## config.mk

```make
export PLATFORM = sky130hd
export DESIGN_NAME = img_seq_timing
export DESIGN_NICKNAME = d
export VERILOG_FILES = /design/src/rtl/img_seq_timing.sv
export SDC_FILE = /design/constraint.sdc
export NUM_CORES = 1
export LEC_CHECK = 0
export BUFFER_PORTS_ARGS = -buffer_cell sky130_fd_sc_hd__buf_2
export CORE_AREA = 2 2 165 247
export DETAILED_ROUTE_END_ITERATION = 7
export DIE_AREA = 0 0 167 249
export PLACE_DENSITY_LB_ADDON = 0.25
export SLEW_MARGIN = 25
export SYNTH_ARGS = -nofsm -noshare
export SYNTH_HDL_FRONTEND = slang
export SYNTH_SLANG_ARGS = --single-unit
export TNS_END_PERCENT = 5
```

## constraint.sdc

```tcl
create_clock -name clk -period 3.49 [get_ports clk]
set_clock_uncertainty 0.1 [all_clocks]
set_input_delay 0.349 -clock clk [delete_from_list [all_inputs] [get_ports clk]]
set_output_delay 0.349 -clock clk [all_outputs]
set_load 0.05 [all_outputs]
```

## src/rtl/img_seq_timing.sv

```systemverilog
module img_seq_timing #(
  parameter int DIV            = 4,
  parameter int DEF_START_X    = 0,
  parameter int DEF_START_Y    = 0,
  parameter int DEF_KERNELS    = 160,
  parameter int DEF_RST1_LINES = 2,
  parameter int DEF_RST2_LINE  = 0,
  parameter int DEF_RST3_LINE  = 0,
  parameter int DEF_XFER_LINE  = 481
) (
  input  logic        clk,
  input  logic        rst_n,
  input  logic        cfg_we,
  input  logic [2:0]  cfg_addr,
  input  logic [11:0] cfg_wdata,
  output logic        pix_valid,
  output logic        line_start,
  output logic        frame_start,
  output logic [8:0]  row_addr,
  output logic [9:0]  col_addr,
  output logic        rst1_pulse,
  output logic        rst2_pulse,
  output logic        rst3_pulse,
  output logic        xfer_pulse,
  output logic        ndr_mode
);
  localparam int DW   = (DIV > 1) ? $clog2(DIV) : 1;
  localparam int NREG = 8;

  function automatic logic [11:0] dflt(input int idx);
    case (idx)
      1:       return 12'(DEF_START_X);
      2:       return 12'(DEF_START_Y);
      3:       return 12'(DEF_KERNELS);
      4:       return 12'(DEF_RST1_LINES);
      5:       return 12'(DEF_RST2_LINE);
      6:       return 12'(DEF_RST3_LINE);
      7:       return 12'(DEF_XFER_LINE);
      default: return 12'd0;
    endcase
  endfunction

  logic [DW-1:0] div;
  logic [11:0]   p_cfg [NREG];
  logic [11:0]   a_cfg [NREG];
  logic [9:0]    pix;
  logic [11:0]   line;

  wire        tick  = (div == DW'(DIV - 1));
  wire        rev_x = a_cfg[0][0];
  wire        rev_y = a_cfg[0][1];
  wire        sub_y = a_cfg[0][2];
  wire        en2   = a_cfg[0][3];
  wire        en3   = a_cfg[0][4];
  wire        ndr   = a_cfg[0][5];
  wire [9:0]  w_m1  = {a_cfg[3][7:0], 2'b00} - 10'd1;
  wire [11:0] l_m1  = a_cfg[7] - 12'd1;

  wire line_end  = (pix == w_m1);
  wire frame_end = line_end && (line == l_m1);

  always_ff @(posedge clk or negedge rst_n) begin
    if (!rst_n) div <= '0;
    else        div <= tick ? '0 : div + DW'(1);
  end

  always_ff @(posedge clk or negedge rst_n) begin
    if (!rst_n) begin
      for (int i = 0; i < NREG; i++) begin
        p_cfg[i] <= dflt(i);
        a_cfg[i] <= dflt(i);
      end
    end else begin
      if (cfg_we) p_cfg[cfg_addr] <= cfg_wdata;
      if (tick && frame_end)
        for (int i = 0; i < NREG; i++) a_cfg[i] <= p_cfg[i];
    end
  end

  always_ff @(posedge clk or negedge rst_n) begin
    if (!rst_n) begin
      pix  <= '0;
      line <= '0;
    end else if (tick) begin
      if (line_end) begin
        pix  <= '0;
        line <= frame_end ? 12'd0 : line + 12'd1;
      end else begin
        pix <= pix + 10'd1;
      end
    end
  end

  wire [9:0]  col_idx  = rev_x ? (w_m1 - pix) : pix;
  wire [11:0] row_idx  = rev_y ? (l_m1 - line) : line;
  wire [11:0] row_step = sub_y ? {row_idx[10:0], 1'b0} : row_idx;

  assign col_addr    = {a_cfg[1][7:0], 2'b00} + col_idx;
  assign row_addr    = a_cfg[2][8:0] + row_step[8:0];
  assign pix_valid   = tick;
  assign line_start  = tick && (pix == 10'd0);
  assign frame_start = line_start && (line == 12'd0);
  assign xfer_pulse  = tick && frame_end;
  assign rst1_pulse  = (line < a_cfg[4]);
  assign rst2_pulse  = en2 && !ndr && (line == a_cfg[5]);
  assign rst3_pulse  = en3 && !ndr && (line == a_cfg[6]);
  assign ndr_mode    = ndr;
endmodule


```

==> run metrics, run 1 <==
Core Area=about 0.04 mm2; Die H=roughly 250 um; hpwl dp=roughly 19 mm; DRC viols=0; GRT Total Usage=0.1272; Port Buffers=44; mapped cell area=0.009723 mm2; placed cell area=0.01135 mm2; Synth Net Count=approximately 900; CTS buffer count=17; drt initial violations=about 240; Pleak=0.005627 uW; Critical-path top delay cell=dfstp_2; PwrDens=about 390 mW/mm2; Worst VDD drop=~0.24 mV; area added between synthesis and finish=26.57%; # rows=between 80 and 90; total gr overflow=0; number of distinct library cells after synthesis=54; Final setup viols=17; H-Tree Depth=4; setup_tns=-6.288 ns; final WL=around 26 mm; largest net degree at the start of global routing=84; Worst Hold Depth=2; CP max FO=4; first-pass GRT wire length=~40 mm; root buffer cell=clkbuf_16; Max Freq=roughly 0.23 GHz; n_diodes=0; final std cells w/o fill=between 1000 and 1500; CTS Buffer Depth=2; worst r2r path cells=13; Final GP Congestion=0.7881; yosys warns=0; slew margin rel.=0.4420; Finished Cell Area=about 0.012 mm2; CP delay by family, top=compound AO/OA/AOI/OAI gates; Post-synth EDFFs=0; Primary FF master, synth=dfrtp_1; top cells by count, synth=166 x dfrtp_1, 149 x mux2_2, 48 x ha_1, 48 x xnor2_1, 44 x inv_1; vias per inst=4.543; max-slew violations=0; vias in the first global route=between 7000 and 8000; syn_area_per_cell=11.76 um2; Crit Path Class=reg -> out; startpoint class of the critical path=flop; Pint=~3800 uW; Crit path depth=16; antenna violations before repair=0; Cell Count Post-Placement=roughly 1400; synthesis-stage register bit count=between 150 and 200; num ports=45; sequential-to-total area share from yosys stat=0.4705; Hold Vio Cnt, Final=0; failing checks=negative setup slack; clk slew on worst S/H paths=~0.07 ns; crit end category=output pin; WL/cell=17.27 um; async set-reset flop share out of synthesis=1.000; post-route ant nets=0; outcome=finished, violations left; sw frac=0.2197; Max Cap Viol=0; PnR worst setup slack=-0.8505 ns; Die Area=0.04158 mm2; Switch Pwr=1058 uW; share of the synthesized area in the top cell type=0.4272; Starting Density=0.2474; HP Class=in -> reg; routed vias=approximately 6700; Crit path buffers/inverters=1; most common cell in the netlist=dfrtp_1; CTS tree=done; RSZ-0062 raised after global routing=true; CTS sink cnt=approximately 180; fraction of layout cells with a size suffix above 1=0.4358; fin crit period=4.340 ns; synth top area cells=dfrtp_1 43%, mux2_2 17%, ha_1 6.2%; Sequential Power Share=0.502; critical path arrival=3.89 ns; Crit path largest cell delay=roughly 0.54 ns; Worst Tran Pin Value=approximately 0.83 ns; Critical Path RT=3.04 ns; crit path cell chain=or2_4, nor2_4, xor2_1, ha_1, a21o_1, a21oi_2, nand2_1, xor2_1, mux4_2, ha_4, nand2_2, o21ai_2, o41ai_2, xnor2_1, xnor2_2, buf_6; Final nets=approximately 1000; DIE WIDTH=167 um; most used cell, CP=xor2_1; most area-hungry cell type in the Yosys netlist=dfrtp_1; Synth Instances=around 830; Final period util=1.244; clock power share=0.435; combinational share of power=0.063; worst skew pair latency=0.45 ns; first drt pass iteration count=4; smallest hold slack=about 0.13 ns
[layout by cell type, fill, tap and decap left out, types with 6 or more instances in the layout]
| cell type | count |
|---|---|
| a21oi_2 | 6 |
| o21ai_0 | 20 |
| nand4_1 | 13 |
| a21oi_1 | 22 |
| mux2_2 | 149 |
| buf_4 | 114 |
| nor3_1 | 22 |
| clkbuf_16 | 17 |
| dfstp_2 | 16 |
| xor2_1 | 28 |
| xnor2_1 | 44 |
| inv_1 | 42 |
| nand2b_1 | 8 |
| nor2_1 | 30 |
| nor4_1 | 10 |
| dfrtp_1 | 165 |
| mux2_4 | 10 |
| o21ai_2 | 7 |
| a21o_1 | 7 |
| nand3_1 | 16 |
| buf_2 | 28 |
| nand2_1 | 32 |
| buf_6 | 6 |
| ha_1 | 40 |
[kinds of logic after synthesis]
family | Yosys count | synth area share
and+or+nand+nor | 176 | 0.09870
buffers and inverters | 76 | 0.03346
AOI/OAI and AO/OA | 99 | 0.06112
xor gates and xnor gates | 79 | 0.07258
adders and majority gates | 51 | 0.06795
DFF | 182 | 0.4705
muxes | 164 | 0.1957
[metal layers]
layer	vias up	global-route usage	share of wire
li1	3226	-	-
met1	3396	0.1460	0.42
met2	82	0.2334	0.53
met3	29	0.02113	0.025
met4	0	0.04951	0.024
met5	-	0	0
[repair_timing]
item	4_1_cts	5_1_grt
hold buffers	1	0
pin swaps	23	11
resized for setup	63	18
endpoints found under the setup margin	22	26
buffers inserted	2	0
endpoints found under the hold margin	75	0
[registers in the layout (all words and copies together), names as in the netlist]
name,cells
p_cfg,79
div,2
ndr_mode,1
line,12
pix,10
a_cfg,78
[path summary, 6_finish.rpt]
kind / startpoint / endpoint / slack, ns
setup / recovery: a_cfg[0] / row_addr[8] / -0.85
hold / removal: cfg_wdata[9] / p_cfg[33] / 0.13
setup reg to reg: a_cfg[48] / line[11] / -0.32
hold reg to reg: div[0] / div[0] / 0.33
max in group asynchronous: rst_n / a_cfg[37] / 1.98
min in group asynchronous: rst_n / p_cfg[22] / 0.38
[stage by stage]
step	utilization	setup slack, ns	total power, uW
5_1_grt	0.3131	-1.101	5012
3_3_place_gp	0.2888	-0.5885	2753
4_1_cts	0.3116	-0.9129	4887
6_report	0.3131	-0.8505	4814
3_5_place_dp	0.2888	-0.6052	2771
2_1_floorplan	-	-0.5601	2624
[power groups by stage]
stage	registers (uW)	logic, uW	clock network [uW]
finish	2420	302	2090
global route	2450	335	2230
CTS	2420	312	2160
detailed placement	2460	311	0
global placement	2450	302	0
floorplan	2430	197	0
[layout make-up]
type | instances | area, um2
clock buffers | 22 | 474.2
clock inverters | 10 | 167.7
fillers | 3990 | 27000
inverters | 44 | 165.2
multi-input cells | 569 | 5124
flip-flops and latches | 182 | 4576
well taps | 500 | 625.6
repair buffers | 155 | 1175
Note: power is estimated with default switching activity, not from simulation.
==> inputs of run 2 (changes only) <==
--- a/config.mk
+++ b/config.mk
@@ -6,9 +6,9 @@
 export NUM_CORES = 1
 export LEC_CHECK = 0
 export BUFFER_PORTS_ARGS = -buffer_cell sky130_fd_sc_hd__buf_2
-export CORE_AREA = 2 2 165 247
+export CORE_AREA = 2 2 111 167
 export DETAILED_ROUTE_END_ITERATION = 7
-export DIE_AREA = 0 0 167 249
+export DIE_AREA = 0 0 113 169
 export PLACE_DENSITY_LB_ADDON = 0.25
 export SLEW_MARGIN = 25
 export SYNTH_ARGS = -nofsm -noshare
==> run 2 against run 1 <==
  * The run ends with design-rule violations, negative setup slack left
  * Fmax is 1.6% lower
  * Sequential power hardly changed
  * Largest power group unchanged
  * Total power is 1.1% lower
  * Critical path type unchanged
  * Critical path depth stayed put
==> run metrics, run 2 (synthesis gave the netlist of run 1 again) <==
outcome=finished, violations left (unchanged); failing checks=design-rule violations, negative setup slack (was negative setup slack); crit end category=output pin (unchanged); total power=4759 uW (was 4814 uW); slew margin rel.=0.4740 (was 0.4420); Final GP Congestion=0.8895 (was 0.7881); Final period util=1.264 (was 1.244); most common library cell in the layout ignoring fill and taps=dfrtp_1 (unchanged); FF-to-FF End=line[11] (unchanged); CTS Buffer Depth=2 (unchanged); first-pass GRT wire length=38.14 mm (was 40.45 mm); Critical Path RT=3.04 ns (about the same); max-slew violations=0 (unchanged); worst skew pair latency=0.43 ns (was 0.45 ns); CP max FO=4 (unchanged); root buffer cell=clkbuf_16 (unchanged); vias per inst=5.732 (was 4.543); GRT Total Usage=0.2602 (was 0.1272); DIE WIDTH=113 um (was 167 um); routed vias=6838 (was 6733); num ports=45 (unchanged); antenna violations before repair=0 (unchanged); fin crit period=4.410 ns (was 4.340 ns); CTS sink cnt=182 (unchanged); hold_sp=cfg_wdata[9] (unchanged); CTS tree=done (unchanged); Crit Path Class=reg -> out (unchanged); PwrDens=399.5 mW/mm2 (was 391.2 mW/mm2); fill count=1342 (was 3990); total gr overflow=0 (unchanged); Critical-path top delay cell=dfstp_2 (unchanged); final std cells w/o fill=1193 (was 1482); Worst Tran Pin Value=0.7849 ns (was 0.8325 ns); WHS Endpoint=p_cfg[33] (unchanged); Final nets=1032 (was 1038); Final setup viols=15 (was 17); reg2reg setup slack=-0.16 ns (was -0.32 ns); Max Freq=0.2267 GHz (was 0.2304 GHz); Die Area=0.01910 mm2 (was 0.04158 mm2); hpwl dp=17.50 mm (was 19.02 mm); n_diodes=0 (unchanged); H-Tree Depth=4 (unchanged); Core Area=0.01772 mm2 (was 0.03931 mm2); Max Cap Viol=0 (unchanged); area added between synthesis and finish=22.51% (was 26.57%); Worst VDD drop=0.4003 mV (was 0.2444 mV); post-route ant nets=0 (unchanged); Die H=169 um (was 249 um); worst r2r path cells=13 (unchanged); fraction of layout cells with a size suffix above 1=0.4314 (was 0.4358); Port Buffers=44 (unchanged); most used cell, CP=nand2_2 (was xor2_1); HP Class=in -> reg (unchanged); vias in the first global route=7351 (was 7065); Cell Count Post-Placement=1155 (was 1447); top flop regs=p_cfg (79), a_cfg (78), line (12) (unchanged); CP delay by family, top=compound AO/OA/AOI/OAI gates (unchanged); first drt pass iteration count=6 (was 4); largest net degree at the start of global routing=77 (was 84); Crit path largest cell delay=0.55 ns (was 0.54 ns); DRC viols=5 (was 0); Worst Hold Depth=2 (unchanged); Starting Density=0.5488 (was 0.2474); most frequent cells in the layout=165 x dfrtp_1, 149 x mux2_2, 106 x buf_4 (was 165 x dfrtp_1, 149 x mux2_2, 114 x buf_4); CTS buffer count=17 (unchanged); drt initial violations=345 (was 244); Pleak=0.005591 uW (was 0.005627 uW); critical path arrival=3.96 ns (was 3.89 ns); Crit path buffers/inverters=1 (unchanged); startpoint class of the critical path=flop (unchanged); Hold Vio Cnt, Final=0 (unchanged); register bank with the most flops=p_cfg (unchanged); worst reg2reg path startpoint=a_cfg[48] (unchanged); crit path cell chain=or2_4, nor2_4, xor2_1, ha_1, a21o_1, a21oi_2, nand2_2, xor2_2, mux4_2, ha_4, nand2_2, o21ai_2, o41ai_2, xnor2_1, xnor2_2, buf_6 (was or2_4, nor2_4, xor2_1, ha_1, a21o_1, a21oi_2, nand2_1, xor2_1, mux4_2, ha_4, nand2_2, o21ai_2, o41ai_2, xnor2_1, xnor2_2, buf_6); RSZ-0062 raised after global routing=true (unchanged); WL/cell=19.98 um (was 17.27 um); # rows=60 (was 89); Crit path depth=16 (unchanged); dpl ws=-0.6668 ns (was -0.6052 ns); clk slew on worst S/H paths=0.07 ns (about the same); PnR worst setup slack=-0.9204 ns (was -0.8505 ns); max reg flops=79 (unchanged); final WL=23.83 mm (was 25.59 mm)
## run 2: cell types whose count changed in the layout (fill, tap and decap cells not counted), sizes merged
cell      change
buf           -4
bufinv        -1
clkbuf        -5
clkinvlp      +1
inv           +6
clkinv        -3
## run 2: how the worst max path moves through the flow
stage,to,slack [ns],start
2_1_floorplan,row_addr[8],-0.56,a_cfg[0]
3_3_place_gp,row_addr[8],-0.59,a_cfg[0]
3_5_place_dp,row_addr[8],-0.67,a_cfg[0]
4_1_cts,row_addr[8],-0.95,a_cfg[0]
5_1_grt,col_addr[9],-1.10,a_cfg[49]
6_report,row_addr[8],-0.92,a_cfg[0]
## run 2: final cells by class
cell class | instances | area, um2 | area share
Multi-Input combinational cell | 569 | 5141 | 0.4316
Sequential cell | 182 | 4576 | 0.3841
Timing Repair Buffer | 149 | 1132 | 0.09506
Clock buffer | 19 | 442.9 | 0.03718
Tap cell | 217 | 271.5 | 0.02279
Clock inverter | 13 | 180.2 | 0.01513
Inverter | 44 | 167.7 | 0.01408
## run 2: report_power, final
part	internal, uW	total (uW)	leakage, uW	switching [uW]
registers	2330	2430	0.00233	101
logic	169	305	0.00296	136
clock network	1170	2030	0.000300	857
## run 2: layer usage
layer  vias up  GRT usage  wire (um)  part of all wire
met3        39    0.02972        721             0.030
met2       134     0.4793      12970              0.54
met5         -          0          0                 0
li1       3194          -          -                 -
met4         0     0.1135        772             0.032
met1      3471     0.3024       9375              0.39
## run 2: timing repair
item,CTS,global route
gates resized for setup,50,29
setup buffers,4,1
hold buffers,1,0
pin swaps,22,18
endpoints found under the setup margin,18,96
hold endpoints to repair,68,0
## run 2: stage by stage
stage | utilization | cell area [um2] | setup TNS (ns) | hold WS (ns)
2_1_floorplan | - | 9783 | -3.581 | -0.04659
3_3_place_gp | 0.6167 | 10930 | -2.594 | 0.3095
3_5_place_dp | 0.6171 | 10930 | -3.431 | 0.3189
4_1_cts | 0.6647 | 11780 | -6.875 | 0.1289
5_1_grt | 0.6723 | 11910 | -9.050 | 0.1277
6_report | 0.6723 | 11910 | -6.299 | 0.1272
==> inputs of run 3 (changes only) <==
--- a/config.mk
+++ b/config.mk
@@ -6,9 +6,9 @@
 export NUM_CORES = 1
 export LEC_CHECK = 0
 export BUFFER_PORTS_ARGS = -buffer_cell sky130_fd_sc_hd__buf_2
-export CORE_AREA = 2 2 111 167
+export CORE_AREA = 8 8 167 122
 export DETAILED_ROUTE_END_ITERATION = 7
-export DIE_AREA = 0 0 113 169
+export DIE_AREA = 0 0 175 130
 export PLACE_DENSITY_LB_ADDON = 0.25
 export SLEW_MARGIN = 25
 export SYNTH_ARGS = -nofsm -noshare
==> run 3 against run 2 <==
  * The run ends with negative setup slack left
  * Worst hold slack got worse by 0.019 ns
  * Cell count is 2.0% higher
  * Register-to-register slack about the same
  * Sequential power is essentially flat
  * Routed wire length up 5.7%
  * First-iteration DRC count grew 33%
  * Sequential cell count did not move
  * Critical endpoint unchanged
  * Largest cell class unchanged
  * Highest routed layer unchanged
==> run metrics, run 3 (synthesis gave the netlist of run 1 again) <==
outcome=finished, violations left (unchanged); failing checks=negative setup slack (was design-rule violations, negative setup slack); CP startpoint=a_cfg[0] (unchanged); fraction of layout cells with a size suffix above 1=0.4455 (was 0.4314); most common library cell in the layout ignoring fill and taps=dfrtp_1 (unchanged); clk slew on worst S/H paths=0.07 ns (about the same); HP Class=in -> reg (unchanged); total power=4621 uW (was 4759 uW); CP delay by family, top=XOR/XNOR gates (was compound AO/OA/AOI/OAI gates); num ports=45 (unchanged); met3 routed WL=1.677 mm (was 721 um); Finished Cell Area=0.01198 mm2 (was 0.01191 mm2); Core Area=0.01770 mm2 (was 0.01772 mm2); total gr overflow=0 (unchanged); fin crit period=4.501 ns (was 4.410 ns); first drt pass iteration count=6 (unchanged); Final nets=1037 (was 1032); # rows=41 (was 60); placed cell area=0.01099 mm2 (was 0.01093 mm2); fill count=1257 (was 1342); n_diodes=0 (unchanged); Max Freq=0.2222 GHz (was 0.2267 GHz); CTS buffer count=17 (unchanged); Pleak=0.005601 uW (was 0.005591 uW); area added between synthesis and finish=23.23% (was 22.51%); max layer used=met4 (unchanged); vias per inst=5.849 (was 5.732); slew margin rel.=0.3368 (was 0.4740); critical path arrival=4.05 ns (was 3.96 ns); most frequent cells in the layout=166 x dfrtp_1, 149 x mux2_2, 115 x buf_4 (was 165 x dfrtp_1, 149 x mux2_2, 106 x buf_4); routed vias=7118 (was 6838); met2 wire len=11.43 mm (was 12.97 mm); hpwl dp=17.92 mm (was 17.50 mm); startpoint class of the critical path=flop (unchanged); Crit path largest cell delay=0.56 ns (was 0.55 ns); Die Area=0.02275 mm2 (was 0.01910 mm2); final WL=25.19 mm (was 23.83 mm); Hold Vio Cnt, Final=0 (unchanged); first-pass GRT wire length=40.34 mm (was 38.14 mm); Worst Tran Pin Value=0.9918 ns (was 0.7849 ns); Final GP Congestion=0.8968 (was 0.8895); max reg flops=79 (unchanged); CP max FO=4 (unchanged); PwrDens=385.7 mW/mm2 (was 399.5 mW/mm2); crit path cell chain=or2_4, nor2_2, xor2_1, ha_1, buf_4, nand3_2, nand2_1, a21o_1, a21oi_2, xnor2_1, mux2i_1, a21oi_1, ha_1, nor3_2, nor2_2, o41ai_4, xnor2_2, xnor2_2, buf_6 (was or2_4, nor2_4, xor2_1, ha_1, a21o_1, a21oi_2, nand2_2, xor2_2, mux4_2, ha_4, nand2_2, o21ai_2, o41ai_2, xnor2_1, xnor2_2, buf_6); Starting Density=0.5494 (was 0.5488); Critical-path top delay cell=dfstp_2 (unchanged); H-Tree Depth=4 (unchanged); top flop regs=p_cfg (79), a_cfg (78), line (12) (unchanged); root buffer cell=clkbuf_16 (unchanged); Crit Path Class=reg -> out (unchanged); CTS tree=done (unchanged); Crit path buffers/inverters=2 (was 1); DRC viols=0 (was 5); worst skew pair latency=0.43 ns (about the same); CTS Buffer Depth=2 (unchanged); setup_tns=-6.501 ns (was -6.299 ns); hold_sp=cfg_wdata[9] (unchanged); Critical Path RT=3.04 ns (about the same); register bank with the most flops=p_cfg (unchanged); Worst VDD drop=0.2381 mV (was 0.4003 mV); met1 WL=11.64 mm (was 9.375 mm); post-route ant nets=0 (unchanged); Final setup viols=16 (was 15); PnR worst setup slack=-1.011 ns (was -0.9204 ns); CTS sink cnt=182 (unchanged); DIE WIDTH=175 um (was 113 um); antenna violations before repair=0 (unchanged); largest net degree at the start of global routing=84 (was 77); drt initial violations=458 (was 345); RSZ-0062 raised after global routing=true (unchanged); worst reg2reg path startpoint=a_cfg[48] (unchanged); GRT Total Usage=0.2287 (was 0.2602); crit end category=output pin (unchanged); max-slew violations=0 (unchanged); Port Buffers=44 (unchanged); Final period util=1.290 (was 1.264); Die H=130 um (was 169 um); WL/cell=20.69 um (was 19.98 um); Max Cap Viol=0 (unchanged); vias in the first global route=7454 (was 7351)
==> run 3: per-layer routing <==
metal	global-route usage	up-vias
li1	-	3228
met1	0.3129	3614
met2	0.3543	234
met3	0.05859	42
met4	0.07008	0
met5	0	-
==> run 3: area by class of cell <==
class / count / area [um2] / area share
Clock inverter: 13 / 137.6 / 0.01149
Inverter: 44 / 165.2 / 0.01378
Clock buffer: 19 / 432.9 / 0.03613
Sequential cell: 182 / 4574 / 0.3818
Tap cell: 236 / 295.3 / 0.02464
Timing Repair Buffer: 154 / 1146 / 0.09566
Multi-Input combinational cell: 569 / 5230 / 0.4365
==> run 3: metrics by stage <==
step	hold WS [ns]	util	worst slack, ns	cells
after floorplan	-0.04659	-	-0.5601	827
after global routing	0.1001	0.6770	-1.193	1217
after global placement	0.3143	0.6210	-0.5456	1181
final	0.1082	0.6770	-1.011	1217
after CTS	0.09639	0.6665	-0.9486	1217
after detailed placement	0.3240	0.6210	-0.7053	1181
==> run 3: what timing repair did <==
item                                   CTS  global route
setup endpoints to repair               18            27
gates resized for setup                 58            34
endpoints found under the hold margin   74             0
hold buffers                             1             0
buffers inserted                         3             0
pin swaps                               26            10
==> run 3: path summary, 6_finish.rpt <==
| path | to | slack [ns] | cells past startpoint |
|---|---|---|---|
| worst min register to register | div[0] | 0.35 | 1 |
| worst min-delay path | p_cfg[9] | 0.11 | 2 |
| worst max register to register | line[11] | -0.15 | 13 |
| max in group asynchronous | a_cfg[6] | 1.98 | 3 |
| min in group asynchronous | pix[3] | 0.42 | 2 |
| worst max-delay path | row_addr[8] | -1.01 | 19 |
==> run 3: where the power goes <==
group / total, uW / leakage (uW) / internal [uW] / switching (uW)
clock: 1880 / 0.000272 / 1010 / 872
sequential: 2430 / 0.00233 / 2330 / 109
combinational: 306 / 0.00300 / 170 / 136
total: 4620 / 0.00560 / 3500 / 1120
==> run 3: worst reg2reg max path: cells and delay by family (launching register included) <==
| family | cells | cell delay [ns] |
|---|---|---|
| flops | 1 | 0.40 |
| buf+inv | 2 | 0.31 |
| xor+xnor | 2 | 0.24 |
| simple gates | 8 | 2.17 |
| fa+ha+maj | 1 | 0.33 |
